==> src/rtl/dma_chan_pkg.sv <==
package dma_chan_pkg;
    localparam int CW_W  = 32;
    localparam int LEN_W = 16;

    typedef struct packed {
        logic [LEN_W-1:0] buf_len;
        logic [7:0]       spare;
        logic             burst_hold;
        logic             ie_dld;
        logic             ie_eob;
        logic             ie_eot;
        logic             eob_arm;
        logic             eot_arm;
        logic             link;
        logic             run;
    } ctrl_word_t;

    typedef enum logic [1:0] {
        ST_IDLE  = 2'd0,
        ST_RUN   = 2'd1,
        ST_DRAIN = 2'd2,
        ST_FETCH = 2'd3
    } chan_state_t;
endpackage

==> src/rtl/dma_ctrl_reg.sv <==
module dma_ctrl_reg
    import dma_chan_pkg::*;
(
    input  logic            clk,
    input  logic            rst_n,
    input  logic            wr_en,
    input  logic [CW_W-1:0] wr_data,
    input  logic            busy,
    input  logic            load_desc,
    input  logic [CW_W-1:0] desc_data,
    input  logic            hw_stop,
    output ctrl_word_t      ctrl,
    output logic            len_load,
    output logic [LEN_W-1:0] len_next
);
    ctrl_word_t nxt;

    always_comb begin
        nxt      = ctrl;
        len_load = 1'b0;
        if (load_desc) begin
            nxt      = ctrl_word_t'(desc_data);
            len_load = 1'b1;
        end else if (wr_en) begin
            if (busy) begin
                // only the command pair may change while the channel is busy
                nxt.run  = wr_data[0];
                nxt.link = wr_data[1];
            end else begin
                nxt      = ctrl_word_t'(wr_data);
                len_load = 1'b1;
            end
        end
        if (hw_stop) nxt.run = 1'b0;
    end

    assign len_next = nxt.buf_len;

    always_ff @(posedge clk or negedge rst_n) begin
        if (!rst_n) ctrl <= '0;
        else        ctrl <= nxt;
    end
endmodule

==> src/rtl/dma_byte_cnt.sv <==
module dma_byte_cnt #(
    parameter int W    = 16,
    parameter int STEP = 4
) (
    input  logic         clk,
    input  logic         rst_n,
    input  logic         load,
    input  logic [W-1:0] load_val,
    input  logic         dec,
    output logic [W-1:0] left,
    output logic         is_zero,
    output logic         is_last
);
    localparam logic [W-1:0] STEP_V = W'(STEP);

    assign is_zero = (left == '0);
    assign is_last = (left <= STEP_V);

    always_ff @(posedge clk or negedge rst_n) begin
        if (!rst_n)    left <= '0;
        else if (load) left <= load_val;
        else if (dec)  left <= is_last ? '0 : left - STEP_V;
    end
endmodule

==> src/rtl/dma_fifo_lvl.sv <==
module dma_fifo_lvl #(
    parameter  int DEPTH = 4,
    localparam int LW    = $clog2(DEPTH + 1)
) (
    input  logic          clk,
    input  logic          rst_n,
    input  logic          push,
    input  logic          pop_req,
    output logic [LW-1:0] lvl,
    output logic          full,
    output logic          empty
);
    localparam logic [LW-1:0] ONE   = LW'(1);
    localparam logic [LW-1:0] DEP_V = LW'(DEPTH);
    logic pop;

    assign full  = (lvl == DEP_V);
    assign empty = (lvl == '0);
    assign pop   = pop_req && !empty;

    always_ff @(posedge clk or negedge rst_n) begin
        if (!rst_n) lvl <= '0;
        else begin
            unique case ({push, pop})
                2'b10:   lvl <= lvl + ONE;
                2'b01:   lvl <= lvl - ONE;
                default: lvl <= lvl;
            endcase
        end
    end
endmodule

==> src/rtl/dma_chan_fsm.sv <==
module dma_chan_fsm
    import dma_chan_pkg::*;
(
    input  logic clk,
    input  logic rst_n,
    input  logic run,
    input  logic link,
    input  logic xfer_req,
    input  logic cnt_zero,
    input  logic cnt_last,
    input  logic fifo_full,
    input  logic fifo_empty,
    input  logic desc_vld,
    input  logic desc_run,
    output logic beat,
    output logic hw_stop,
    output logic load_desc,
    output logic stat_en,
    output logic stat_act,
    output logic desc_req,
    output logic eob_pulse,
    output logic dld_pulse
);
    chan_state_t st, st_nxt;
    logic        eob_evt;

    // state register
    always_ff @(posedge clk or negedge rst_n) begin
        if (!rst_n) st <= ST_IDLE;
        else        st <= st_nxt;
    end

    // events and next state
    always_comb begin
        beat    = (st == ST_RUN) && run && xfer_req && !fifo_full && !cnt_zero;
        eob_evt = (st == ST_RUN) && run && (cnt_zero || (beat && cnt_last));
        st_nxt  = st;
        unique case (st)
            ST_IDLE: begin
                if (run)                   st_nxt = ST_RUN;
                else if (link && xfer_req) st_nxt = ST_FETCH;
            end
            ST_RUN: begin
                if (eob_evt || !run) st_nxt = ST_DRAIN;
            end
            ST_DRAIN: begin
                if (fifo_empty) st_nxt = link ? ST_FETCH : ST_IDLE;
            end
            ST_FETCH: begin
                if (desc_vld) st_nxt = desc_run ? ST_RUN : ST_IDLE;
            end
            default: st_nxt = ST_IDLE;
        endcase
    end

    // outputs
    always_comb begin
        stat_en   = (st == ST_RUN) || (st == ST_DRAIN);
        stat_act  = (st != ST_IDLE);
        desc_req  = (st == ST_FETCH);
        load_desc = (st == ST_FETCH) && desc_vld;
        dld_pulse = load_desc;
        hw_stop   = eob_evt;
        eob_pulse = eob_evt;
    end
endmodule

==> src/rtl/dma_chan_ctrl.sv <==
module dma_chan_ctrl
    import dma_chan_pkg::*;
#(
    parameter  int STEP       = 4,
    parameter  int FIFO_DEPTH = 4,
    localparam int LVL_W      = $clog2(FIFO_DEPTH + 1)
) (
    input  logic             clk,
    input  logic             rst_n,
    input  logic             cfg_wr,
    input  logic [31:0]      cfg_wdata,
    output logic [31:0]      ctrl_word,
    input  logic             xfer_req,
    input  logic             sink_rdy,
    output logic             desc_req,
    input  logic             desc_vld,
    input  logic [31:0]      desc_word,
    output logic             stat_en,
    output logic             stat_act,
    output logic             eob_pulse,
    output logic             dld_pulse,
    output logic [LVL_W-1:0] fifo_lvl,
    output logic [15:0]      bytes_left
);
    ctrl_word_t       ctrl;
    logic             len_load;
    logic [LEN_W-1:0] len_next;
    logic             beat, hw_stop, load_desc;
    logic             cnt_zero, cnt_last, fifo_full, fifo_empty;

    dma_ctrl_reg u_reg (
        .clk       (clk),
        .rst_n     (rst_n),
        .wr_en     (cfg_wr),
        .wr_data   (cfg_wdata),
        .busy      (stat_act),
        .load_desc (load_desc),
        .desc_data (desc_word),
        .hw_stop   (hw_stop),
        .ctrl      (ctrl),
        .len_load  (len_load),
        .len_next  (len_next)
    );

    dma_byte_cnt #(.W(LEN_W), .STEP(STEP)) u_cnt (
        .clk      (clk),
        .rst_n    (rst_n),
        .load     (len_load),
        .load_val (len_next),
        .dec      (beat),
        .left     (bytes_left),
        .is_zero  (cnt_zero),
        .is_last  (cnt_last)
    );

    dma_fifo_lvl #(.DEPTH(FIFO_DEPTH)) u_fifo (
        .clk     (clk),
        .rst_n   (rst_n),
        .push    (beat),
        .pop_req (sink_rdy),
        .lvl     (fifo_lvl),
        .full    (fifo_full),
        .empty   (fifo_empty)
    );

    dma_chan_fsm u_fsm (
        .clk        (clk),
        .rst_n      (rst_n),
        .run        (ctrl.run),
        .link       (ctrl.link),
        .xfer_req   (xfer_req),
        .cnt_zero   (cnt_zero),
        .cnt_last   (cnt_last),
        .fifo_full  (fifo_full),
        .fifo_empty (fifo_empty),
        .desc_vld   (desc_vld),
        .desc_run   (desc_word[0]),
        .beat       (beat),
        .hw_stop    (hw_stop),
        .load_desc  (load_desc),
        .stat_en    (stat_en),
        .stat_act   (stat_act),
        .desc_req   (desc_req),
        .eob_pulse  (eob_pulse),
        .dld_pulse  (dld_pulse)
    );

    assign ctrl_word = ctrl;
endmodule

==> config.mk <==
export PLATFORM = sky130hd
export DESIGN_NAME = dma_chan_ctrl
export DESIGN_NICKNAME = d
export VERILOG_FILES = /design/src/rtl/dma_chan_pkg.sv /design/src/rtl/dma_ctrl_reg.sv /design/src/rtl/dma_byte_cnt.sv /design/src/rtl/dma_fifo_lvl.sv /design/src/rtl/dma_chan_fsm.sv /design/src/rtl/dma_chan_ctrl.sv
export SDC_FILE = /design/constraint.sdc
export NUM_CORES = 1
export LEC_CHECK = 0
export ABC_AREA = 1
export BUFFER_PORTS_ARGS = -buffer_cell sky130_fd_sc_hd__buf_4
export CAP_MARGIN = 10
export CORE_MARGIN = 2
export CORE_UTILIZATION = 44
export CTS_BUF_LIST = sky130_fd_sc_hd__clkbuf_16
export DETAILED_ROUTE_END_ITERATION = 12
export HOLD_SLACK_MARGIN = 0.08
export PLACE_DENSITY_LB_ADDON = 0.1
export SETUP_SLACK_MARGIN = 0.2
export SYNTH_ARGS = -nofsm -noshare
export SYNTH_HDL_FRONTEND = slang
export SYNTH_SLANG_ARGS = --single-unit
==> constraint.sdc <==
create_clock -name clk -period 2.05 [get_ports clk]
set_input_delay 0.205 -clock clk [delete_from_list [all_inputs] [get_ports clk]]
set_output_delay 0.205 -clock clk [all_outputs]
set_load 0.005 [all_outputs]
==> results summary <==
The flow ran to the end, and the final reports show no timing, DRC or antenna violations. The clock reaches the later pin of the worst-skew pair after between 0.2 and 0.3 ns. The setup path with the least slack is of type reg2reg.

The count of endpoints failing hold in the final timing report is 0. The switching share of power is between 40% and 50%. The part of the power in registers came out at 27.9%. The post-synthesis sequential element count is 53. The number of antenna violations at the first check in global routing came to 0. The count of unresolved DRC violations after routing came out at 0.

The total number of clock tree sinks came out at 53. For the worst setup path, the data required time is 2.22 ns. The kind of end point of the critical path is a flip-flop. The tightest slew margin relative to the limit is 53.99%. Setup repair after global routing could not meet its margin everywhere. VDD sags by at most between 600 and 700 uV. Of all nets on the critical path, the largest fanout is 4. The total via count after detailed routing came out at 3251. The part of the total power dissipated in the clock network is a little over an eighth.

The synthesized netlist net count is 473. For the worst setup path, the data arrival time is 2.11 ns. STA classifies the critical path startpoint as a flip-flop.

TritonCTS built the clock tree. The pre-antenna-repair detailed-routing pass consisted of 5 iterations. The HPWL reported at the end of detailed placement is around 6.8 mm. The area fraction of the dominant cell type after synthesis came out at 42.54%.

In this run, distinct cell masters in the synthesized netlist total 33. After detailed routing, the average wire length per cell comes to 14.39 um. The static leakage power came out at 2.351 nW. The routed design uses between 4 and 5 mm of met2 wire. The area added between synthesis and finish is 48.35%.

The kind of cell with the highest combined delay along the critical path is adder cells. The switching power total is around 2.8 mW. Internal power comes to approximately 4.1 mW. The post-placement cell area is between 4000 and 5000 um2.

The share of layout cells above drive strength 1 came out at 39.60%. After clock tree synthesis, the clock-pin slew on the worst setup and hold paths is 0.07 ns. The achievable clock frequency came out at 0.5158 GHz. The iteration-0 DRC count of the detailed router is slightly above 200. The combinational cell fraction of total power is 58.5%. The starting utilization of the core area is 45.64%. The minimum clock period after layout came out at 1.939 ns. Measured along the y axis, the die boundary spans between 80 and 90 um. The first-pass GRT wire length came out at 14.68 mm. The core region is 6832 um2. The overall fraction of global-route tracks in use came out at between 20% and 30%.

The number of core rows came out at 30. For this run, the slowest stage of the critical path takes about 0.38 ns. The number of antenna cells inserted came out at 0. In the post-synthesis netlist, the biggest area contributors are sky130_fd_sc_hd__dfrtp_1, sky130_fd_sc_hd__nand2_1, sky130_fd_sc_hd__nand3_1.

Summed over all layers, the global routing overflow is 0. The instance count of the mapped netlist came out at 394. Setup violations remaining at the end of the flow were counted as 0.

The number of buffers and inverters on the critical path is 2. The proportion of synthesized chip area in sequential cells came out at 42.54%. The remaining antenna violation count is 0. The via count of the first global-routing pass is 3157.

The length of routed wiring on met1 came out at 3.750 mm. The synthesized netlist occupies a cell area of roughly 3100 um2. The detailed-routed wire length on met3 is 610 um. The routability congestion estimate came out at 0.8452. The path class of the tightest hold or removal check is in2reg.

The die extent in x came out at between 80 and 90 um. The clock skew is 0.006810 ns. Among all stages on the critical path, the largest delay is contributed by sky130_fd_sc_hd__dfrtp_1. During I/O placement, the number of pins put on the boundary was 126. The number of buffers created by CTS came out at 5.

The power per cell area came out at 1486 nW/um2. The highest metal layer carrying signal wires in the routed design is met4. The worst path uses 94.57% of the clock period. The number of pins exceeding their max-slew limit in the final report is 0. The library cell used as clock root buffer is sky130_fd_sc_hd__clkbuf_16. The maximum root-to-sink buffer count came out at 2. The total number of nets in the final design is 627. The final layout contains routed wiring with a total length of 9.268 mm. The die outline area is 7776 um2. The top cell types in the final layout, fill and taps aside, are sky130_fd_sc_hd__buf_4, sky130_fd_sc_hd__nand2_1, sky130_fd_sc_hd__dfrtp_1. The CTS H-tree depth came out at 2. The number of I/O port buffers is approximately 130. In the final timing run, aggregate negative setup slack is 0 ns. The maximum number of pins on one net before global-route repair is 54. Leaving out fill and tap cells, the most frequent cell in the layout is sky130_fd_sc_hd__buf_4.

The biggest area contributor in the post-synthesis netlist is sky130_fd_sc_hd__dfrtp_1. During synthesis, Yosys emitted a total of 0 warnings. The max-capacitance violation count came out at 0.

The synthesized area divided by synthesized cell count is 7.914 um2. For the pin with the worst max-slew slack, the measured transition is about 0.69 ns. The finished cells cover approximately 4600 um2. The critical path goes through inv_2 > ha_4 > nand2_4 > nor2_4 > nand2_4 > nand2_8 > ha_4 > inv_2 > fa_2 > a21oi_2 > o21ai_1 > xor2_1. The final core utilization is 67.71%. The ratio of routed vias to standard cells is 5.048.
repair_timing:
item | in CTS | in global routing
resized for setup | 11 | 7
setup endpoints to repair | 4 | 7
endpoints found under the hold margin | 53 | 0
hold buffers | 1 | 0
gates cloned | 0 | 1
pin swaps | 10 | 4
buffers inserted | 10 | 6
sequential cells by signal, summed over array words and instances, names as in the netlist:
name,flops
u_reg.ctrl,32
u_fifo.lvl,3
u_fsm.st,2
u_cnt.left,16
through the flow:
step,worst slack (ns),hold slack [ns],power [mW],std cells
2_1_floorplan,0.01492,-0.09059,4.034,394
3_3_place_gp,0.1456,0.2893,5.565,619
3_5_place_dp,0.06841,0.2986,5.656,619
4_1_cts,0.1427,0.1290,6.752,637
5_1_grt,0.04035,0.1444,7.429,644
6_report,0.1113,0.1291,6.876,644
metal layers:
layer  up-vias  GRT usage (%)
li1       1584              -
met1      1537          30.08
met2       115          42.04
met3        15          4.618
met4         0          9.229
met5         -              0
cells in the mapped netlist, drive strengths merged:
| master | number |
|---|---|
| fa | 1 |
| nand3 | 46 |
| o21a | 1 |
| nand2 | 128 |
| nand4 | 2 |
| xor2 | 7 |
| clkbuf | 2 |
| buf | 14 |
| inv | 23 |
| a31oi | 14 |
| nor2 | 53 |
| a21boi | 1 |
| ha | 8 |
| o21ai | 30 |
| xnor2 | 5 |
| dfrtp | 53 |
| a21oi | 6 |
tightest hold or removal path, delay by kind of cell:
family | cells | cell delay [ns]
and+or+nand+nor | 2 | 0.11
buffers and inverters | 1 | 0.07
power groups by stage:
stage / Combinational [mW] / Clock, mW / Sequential (mW)
after floorplan: 2.01 / 0 / 2.02
after global placement: 3.67 / 0 / 1.89
after detailed placement: 3.74 / 0 / 1.91
after CTS: 3.89 / 0.956 / 1.91
after global routing: 4.45 / 1.00 / 1.98
final: 4.02 / 0.939 / 1.92
worst paths after layout:
| path | slack [ns] | depth (start not counted) | endpoint | from |
|---|---|---|---|---|
| worst max-delay path | 0.11 | 12 | u_fifo.lvl[2] | u_cnt.left[2] |
| min in group asynchronous | 0.50 | 2 | u_reg.ctrl[16] | rst_n |
| worst min-delay path | 0.13 | 3 | u_reg.ctrl[14] | desc_word[14] |
| max in group asynchronous | 1.09 | 2 | u_cnt.left[3] | rst_n |
| worst max register to register | 0.11 | 12 | u_fifo.lvl[2] | u_cnt.left[2] |
| worst min register to register | 0.49 | 2 | u_reg.ctrl[14] | u_reg.ctrl[14] |
kinds of logic after synthesis:
logic type      share of synthesized area (%)
fa+ha+maj                               3.852
xor+xnor                                3.371
simple gates                            33.23
buf+inv                                 7.063
compound gates                          9.952
flops                                   42.54
layout make-up:
class                      count  area (um2)
clock buffer                   5       125.1
tap                           96       120.1
multi-input combinational    303        1674
clock inverter                 2       35.03
sequential                    53        1326
timing repair buffer         162        1247
fill                         581        2206
inverter                      23       97.59
(Power assumes the default switching activity.)
